`config.mk`:
```
export PLATFORM = sky130hd
export DESIGN_NAME = mid_bit_uart_rx
export DESIGN_NICKNAME = d
export VERILOG_FILES = /design/src/rtl/uart_rx_pkg.sv /design/src/rtl/rx_sync_edge.sv /design/src/rtl/rx_bit_timer.sv /design/src/rtl/rx_frame_shift.sv /design/src/rtl/mid_bit_uart_rx.sv
export SDC_FILE = /design/constraint.sdc
export NUM_CORES = 1
export LEC_CHECK = 0
export BUFFER_PORTS_ARGS = -buffer_cell sky130_fd_sc_hd__buf_2
export CAP_MARGIN = 25
export CORE_MARGIN = 2
export CORE_UTILIZATION = 51
export DETAILED_ROUTE_END_ITERATION = 6
export HOLD_SLACK_MARGIN = 0.03
export PLACE_DENSITY = 0.73
export SLEW_MARGIN = 15
export SYNTH_ARGS = -nofsm -noshare
export SYNTH_HDL_FRONTEND = slang
export SYNTH_SLANG_ARGS = --single-unit
```
`constraint.sdc`:
```
create_clock -name clk_i -period 1.7 [get_ports clk_i]
set_input_delay 0.34 -clock clk_i [delete_from_list [all_inputs] [get_ports clk_i]]
set_output_delay 0.34 -clock clk_i [all_outputs]
set_load 0.1 [all_outputs]
```
`src/rtl/uart_rx_pkg.sv`:
```
package uart_rx_pkg;

  typedef enum logic [0:0] {
    RX_IDLE = 1'b0,
    RX_BUSY = 1'b1
  } rx_state_e;

  function automatic logic frame_ok(input logic start_bit, input logic stop_bit);
    return (!start_bit) && stop_bit;
  endfunction

endpackage

```
`src/rtl/rx_sync_edge.sv`:
```
module rx_sync_edge #(
  parameter int unsigned STAGES = 2
) (
  input  logic clk_i,
  input  logic rst_ni,
  input  logic rx_i,
  input  logic arm_i,
  output logic line_o,
  output logic fall_o
);

  // pipe[STAGES-1] is the synchronized line, pipe[STAGES] its previous value
  logic [STAGES:0] pipe_q;

  always_ff @(posedge clk_i or negedge rst_ni) begin
    if (!rst_ni) pipe_q <= '1;
    else         pipe_q <= {pipe_q[STAGES-1:0], rx_i};
  end

  assign line_o = pipe_q[STAGES-1];
  assign fall_o = arm_i && pipe_q[STAGES] && !pipe_q[STAGES-1];

endmodule

```
`src/rtl/rx_bit_timer.sv`:
```
module rx_bit_timer #(
  parameter int unsigned CLKS_PER_BIT = 16,
  parameter int unsigned PRELOAD      = 7
) (
  input  logic clk_i,
  input  logic rst_ni,
  input  logic start_i,
  input  logic stop_i,
  output logic tick_o
);

  localparam int unsigned CW = (CLKS_PER_BIT > 2) ? $clog2(CLKS_PER_BIT) : 1;
  localparam logic [CW-1:0] LOAD_V   = CW'(PRELOAD);
  localparam logic [CW-1:0] RELOAD_V = CW'(CLKS_PER_BIT - 1);

  logic [CW-1:0] cnt_q;
  logic          run_q;

  assign tick_o = run_q && (cnt_q == '0);

  always_ff @(posedge clk_i or negedge rst_ni) begin
    if (!rst_ni) begin
      cnt_q <= '0;
      run_q <= 1'b0;
    end else if (start_i) begin
      cnt_q <= LOAD_V;
      run_q <= 1'b1;
    end else if (stop_i) begin
      cnt_q <= '0;
      run_q <= 1'b0;
    end else if (run_q) begin
      cnt_q <= (cnt_q == '0) ? RELOAD_V : cnt_q - 1'b1;
    end
  end

  assert_tick_spacing_R3: assert property (@(posedge clk_i) disable iff (!rst_ni)
    tick_o |=> !tick_o);

  assert_no_restart_R7: assert property (@(posedge clk_i) disable iff (!rst_ni)
    start_i |-> !run_q);

endmodule

```
`src/rtl/rx_frame_shift.sv`:
```
module rx_frame_shift #(
  parameter int unsigned FRAME_BITS = 10
) (
  input  logic                  clk_i,
  input  logic                  rst_ni,
  input  logic                  load_i,
  input  logic                  tick_i,
  input  logic                  bit_i,
  output logic                  done_o,
  output logic [FRAME_BITS-1:0] frame_o
);

  localparam int unsigned BW = $clog2(FRAME_BITS + 1);
  localparam logic [BW-1:0] FULL_V = BW'(FRAME_BITS);

  logic [BW-1:0]         left_q;
  logic [FRAME_BITS-2:0] shreg_q;

  assign done_o  = tick_i && (left_q == BW'(1));
  // full frame at the final tick, earliest sample in bit 0
  assign frame_o = {bit_i, shreg_q};

  always_ff @(posedge clk_i or negedge rst_ni) begin
    if (!rst_ni) begin
      left_q  <= '0;
      shreg_q <= '0;
    end else if (load_i) begin
      left_q <= FULL_V;
    end else if (tick_i && left_q != '0) begin
      left_q  <= left_q - 1'b1;
      shreg_q <= {bit_i, shreg_q[FRAME_BITS-2:1]};
    end
  end

  assert_count_range_R3: assert property (@(posedge clk_i) disable iff (!rst_ni)
    left_q <= FULL_V);

  assert_load_idle_R7: assert property (@(posedge clk_i) disable iff (!rst_ni)
    load_i |-> left_q == '0);

endmodule

```
`src/rtl/mid_bit_uart_rx.sv`:
```
module mid_bit_uart_rx
  import uart_rx_pkg::*;
#(
  parameter int unsigned CLKS_PER_BIT = 16,
  parameter int unsigned DATA_BITS    = 8,
  parameter int unsigned SYNC_STAGES  = 2
) (
  input  logic                 clk_i,
  input  logic                 rst_ni,
  input  logic                 rx_i,
  output logic [DATA_BITS-1:0] rx_data_o,
  output logic                 rx_valid_o,
  output logic                 rx_frame_err_o
);

  localparam int unsigned FRAME_BITS = DATA_BITS + 2;
  localparam int unsigned START_LAT  = 1;  // edge-detect cycle before the timer runs
  localparam int unsigned PRELOAD    = CLKS_PER_BIT / 2 - START_LAT;

  rx_state_e             state_q;
  logic                  line;
  logic                  fall;
  logic                  tick;
  logic                  done;
  logic [FRAME_BITS-1:0] frame;

  rx_sync_edge #(
    .STAGES (SYNC_STAGES)
  ) u_sync (
    .clk_i  (clk_i),
    .rst_ni (rst_ni),
    .rx_i   (rx_i),
    .arm_i  (state_q == RX_IDLE),
    .line_o (line),
    .fall_o (fall)
  );

  rx_bit_timer #(
    .CLKS_PER_BIT (CLKS_PER_BIT),
    .PRELOAD      (PRELOAD)
  ) u_timer (
    .clk_i   (clk_i),
    .rst_ni  (rst_ni),
    .start_i (fall),
    .stop_i  (done),
    .tick_o  (tick)
  );

  rx_frame_shift #(
    .FRAME_BITS (FRAME_BITS)
  ) u_shift (
    .clk_i   (clk_i),
    .rst_ni  (rst_ni),
    .load_i  (fall),
    .tick_i  (tick),
    .bit_i   (line),
    .done_o  (done),
    .frame_o (frame)
  );

  always_ff @(posedge clk_i or negedge rst_ni) begin
    if (!rst_ni)   state_q <= RX_IDLE;
    else if (fall) state_q <= RX_BUSY;
    else if (done) state_q <= RX_IDLE;  // re-arm at mid stop bit
  end

  always_ff @(posedge clk_i or negedge rst_ni) begin
    if (!rst_ni) begin
      rx_data_o      <= '0;
      rx_valid_o     <= 1'b0;
      rx_frame_err_o <= 1'b0;
    end else begin
      rx_valid_o     <= 1'b0;
      rx_frame_err_o <= 1'b0;
      if (done) begin
        if (frame_ok(frame[0], frame[FRAME_BITS-1])) begin
          rx_valid_o <= 1'b1;
          rx_data_o  <= frame[FRAME_BITS-2:1];
        end else begin
          rx_frame_err_o <= 1'b1;
        end
      end
    end
  end

  assert_strobe_excl_R9: assert property (@(posedge clk_i) disable iff (!rst_ni)
    !(rx_valid_o && rx_frame_err_o));

  assert_valid_pulse_R9: assert property (@(posedge clk_i) disable iff (!rst_ni)
    rx_valid_o |=> !rx_valid_o);

  assert_err_pulse_R9: assert property (@(posedge clk_i) disable iff (!rst_ni)
    rx_frame_err_o |=> !rx_frame_err_o);

  assert_data_hold_R4: assert property (@(posedge clk_i) disable iff (!rst_ni)
    !rx_valid_o |-> $stable(rx_data_o));

  assert_start_busy_R2: assert property (@(posedge clk_i) disable iff (!rst_ni)
    fall |=> state_q == RX_BUSY);

  assert_rearm_R8: assert property (@(posedge clk_i) disable iff (!rst_ni)
    done |=> state_q == RX_IDLE);

endmodule

```
==> qor.csv <==
metric,value,unit
Final Cycle Share,1.00,
max-slew violations,0,
Fin. Hold Viols,0,
final HPWL from detailed placement,1.53,mm
WL final,2.43,mm
htree depth,2,
WHS,47.8,ps
fraction of synthesized cell area in xor and xnor cells,0,
Initial DRC Count,23,
Placer Congestion,0.727,
WP data required,1920,ps
"most common cell after layout, fill and taps aside",dfrtp_1,
post-route antenna net violation count,0,
wire length of the first global-routing pass,4.26,mm
initial antenna violation count,0,
DRC violations left,0,
Syn Std Cell Area,1390,sq um
Setup CP Type,reg -> reg,
TritonCTS buffer count,5,
worst slew pin tran,686,ps
largest net degree at the start of global routing,32,
syn nets,106,
Core Area,2520,sq um
CTS max path bufs,2,
remaining global-route overflow,0,
Power per Cell Area,1460,nW/um^2
Setup-failing EPs final,1,
Critical Path Sink Type,flop,
CTS tree,done,
R2R setup slack,-5,ps
Worst VDD drop,0.989,mV
failing checks,negative setup slack,
Post-Synthesis Cells,99,
final worst slack,-5.33,ps
number of diodes,0,
startpoint types,flop,
Synth Warn #,0,
port buffer count,12,
post-placement cell count,147,
simple-gate portion of the synthesized area,0.100,
Clock Sinks,31,
Adder-Cell Fraction of Synth Area,0.0361,
main combinational cell family by area after synthesis,multiplexers,
"Critical Path, Cell by Cell",inv_2 > ha_4 > and4bb_4 > a21boi_4 > clkbuf_16 > mux2_4,
unrepaired setup endpoints after global routing,true,
"commonest non-fill, non-tap cells in the layout","dfrtp_1 (28), buf_2 (12), buf_4 (11)",
Vias,863,
Multi-input gate area,586,sq um
fin crit period,1710,ps
#FFs+latches synth,31,
outcome,finished with violations,
Final TNS setup,-5.33,ps
Worst Path Max Fanout,6,
MaxCap Viol Count,0,
arrival time of the worst setup path,1930,ps
drt via density,5.39,
share of cells above drive strength 1,0.469,
register area,779,sq um
drt pass-1 iters,4,
area growth from synthesis to layout,20.3,%
compound-cell area share of the yosys netlist,0.0831,
NumNets Final,136,
"Seq/Total Area, Yosys",0.563,
root buf cell,clkbuf_4,
worst r2r path cells,6,
chip height,56.1,um
worst clock skew,8.98,ps
Chip Width,56.1,um
# fillers,178,
post-synthesis mux area share,0.183,
full die area,3150,sq um
num rows,18,
Mean Syn Cell Area,14.0,sq um
Worst-path clk slew,100,ps
RR Startpoint,u_timer.cnt_q[1],
leakage,0.000819,uW
Worst Hold Class,in -> async,
total chip power,2430,uW
IO Pins,13,
slowest CP cell,dfrtp_1,
Crit path largest cell delay,400,ps
Finished Layout Cells,160,
vias in the first global route,907,
later-pin clock latency in the skew report,320,ps
slew margin rel.,0.543,
drt wl/cell,15.2,um
Total Routing Usage GR,0.176,
max frequency,586,MHz
Initial Util,0.549,
worst reg2reg endpoint,u_shift.shreg_q[4],
"Distinct cells, synth",31,
[power by group]
part	switching, uW	leakage (uW)	internal, uW
Clock	239	0.0000282	159
Combinational	430	0.000396	554
Sequential	136	0.000395	916
[how the worst max path moves through the flow]
stage / start / endpoint / slack [ps]
floorplan: u_timer.cnt_q[0] / u_shift.left_q[0] / 9
global route: u_timer.cnt_q[1] / u_shift.shreg_q[4] / -70
CTS: u_timer.cnt_q[1] / u_shift.shreg_q[7] / -20
finish: u_timer.cnt_q[1] / u_shift.shreg_q[4] / -5
detailed placement: u_timer.cnt_q[1] / u_shift.shreg_q[8] / -40
global placement: u_timer.cnt_q[0] / u_shift.shreg_q[8] / 20
[metal layers]
| layer | global-route usage | share of wire |
|---|---|---|
| met1 | 0.238 | 0.48 |
| met2 | 0.259 | 0.47 |
| met3 | 0.0512 | 0.033 |
| met4 | 0.0884 | 0.010 |
| met5 | 0 | 0 |
[cells by family (layout without fill, tap and decap cells)]
logic type,after synthesis,after routing
buffers and inverters,8,39
flip-flops,31,31
adder cells (fa/ha/maj),4,4
multiplexers,20,20
AO/OA/AOI/OAI,14,14
AND/OR/NAND/NOR,22,22
[flip-flops by register name (all words and copies together), names as in the netlist]
| register | cells |
|---|---|
| u_timer.run_q | 1 |
| u_shift.left_q | 4 |
| rx_data_o | 8 |
| u_sync.pipe_q | 3 |
| u_shift.shreg_q | 9 |
| rx_valid_o | 1 |
| u_timer.cnt_q | 4 |
| rx_frame_err_o | 1 |
[area by class of cell]
| type | count | share of cell area |
|---|---|---|
| clock buffers | 6 | 0.0248 |
| clock inverters | 2 | 0.00751 |
| inverters | 6 | 0.0135 |
| multi-input cells | 60 | 0.351 |
| flip-flops and latches | 31 | 0.468 |
| well taps | 30 | 0.0225 |
| repair buffers | 25 | 0.113 |
[through the flow]
stage	utilization	cell area, sq um	setup slack (ps)
6_report	0.661	1670	-5.33
5_1_grt	0.661	1670	-70.9
4_1_cts	0.658	1660	-20.2
3_5_place_dp	0.607	1530	-39.6
3_3_place_gp	0.607	1530	18.5
2_1_floorplan	-	1390	8.78
[cell usage after synthesis]
| cell type | instances | area, sq um |
|---|---|---|
| nand2_1 | 2 | 7.51 |
| nand3_2 | 1 | 10.0 |
| mux2i_1 | 1 | 10.0 |
| a21boi_0 | 1 | 7.51 |
| o31ai_1 | 1 | 7.51 |
| o2bb2ai_1 | 1 | 8.76 |
| buf_2 | 1 | 5.00 |
| nor2_1 | 6 | 22.5 |
| a21boi_4 | 1 | 18.8 |
| mux2_2 | 11 | 124 |
| o311a_1 | 1 | 10.0 |
| a311o_1 | 1 | 10.0 |
| dfrtp_1 | 28 | 701 |
| a31o_2 | 1 | 8.76 |
| nor3_1 | 2 | 10.0 |
| a21o_1 | 1 | 7.51 |
| o31a_1 | 1 | 8.76 |
| ha_1 | 4 | 50.1 |
| and4bb_4 | 1 | 16.3 |
| inv_1 | 6 | 22.5 |
| o21ai_0 | 1 | 5.00 |
| mux2_4 | 8 | 120 |
| nor3b_2 | 1 | 12.5 |
| dfstp_2 | 3 | 78.8 |
| buf_12 | 1 | 20.0 |
| nor2b_1 | 4 | 25.0 |
| a21oi_1 | 3 | 15.0 |
| or3_1 | 1 | 6.26 |
| a211oi_1 | 1 | 7.51 |
| nand2b_1 | 1 | 6.26 |
| nor3b_1 | 3 | 22.5 |
[repair_timing]
action	CTS	global route
setup buffers	4	0
hold buffers	0	0
cloned	1	0
gates resized for setup	5	3
endpoints found under the setup margin	10	11
pin swaps	0	1
[worst max-delay path: cells and delay by family (launching register included)]
family	cells	cell delay [ps]
flip-flops	1	400
multiplexers	1	290
buffers and inverters	2	270
AND/OR/NAND/NOR	1	250
AO/OA/AOI/OAI	1	250
adder cells (fa/ha/maj)	1	130
Power figures use the tool's default switching activity.
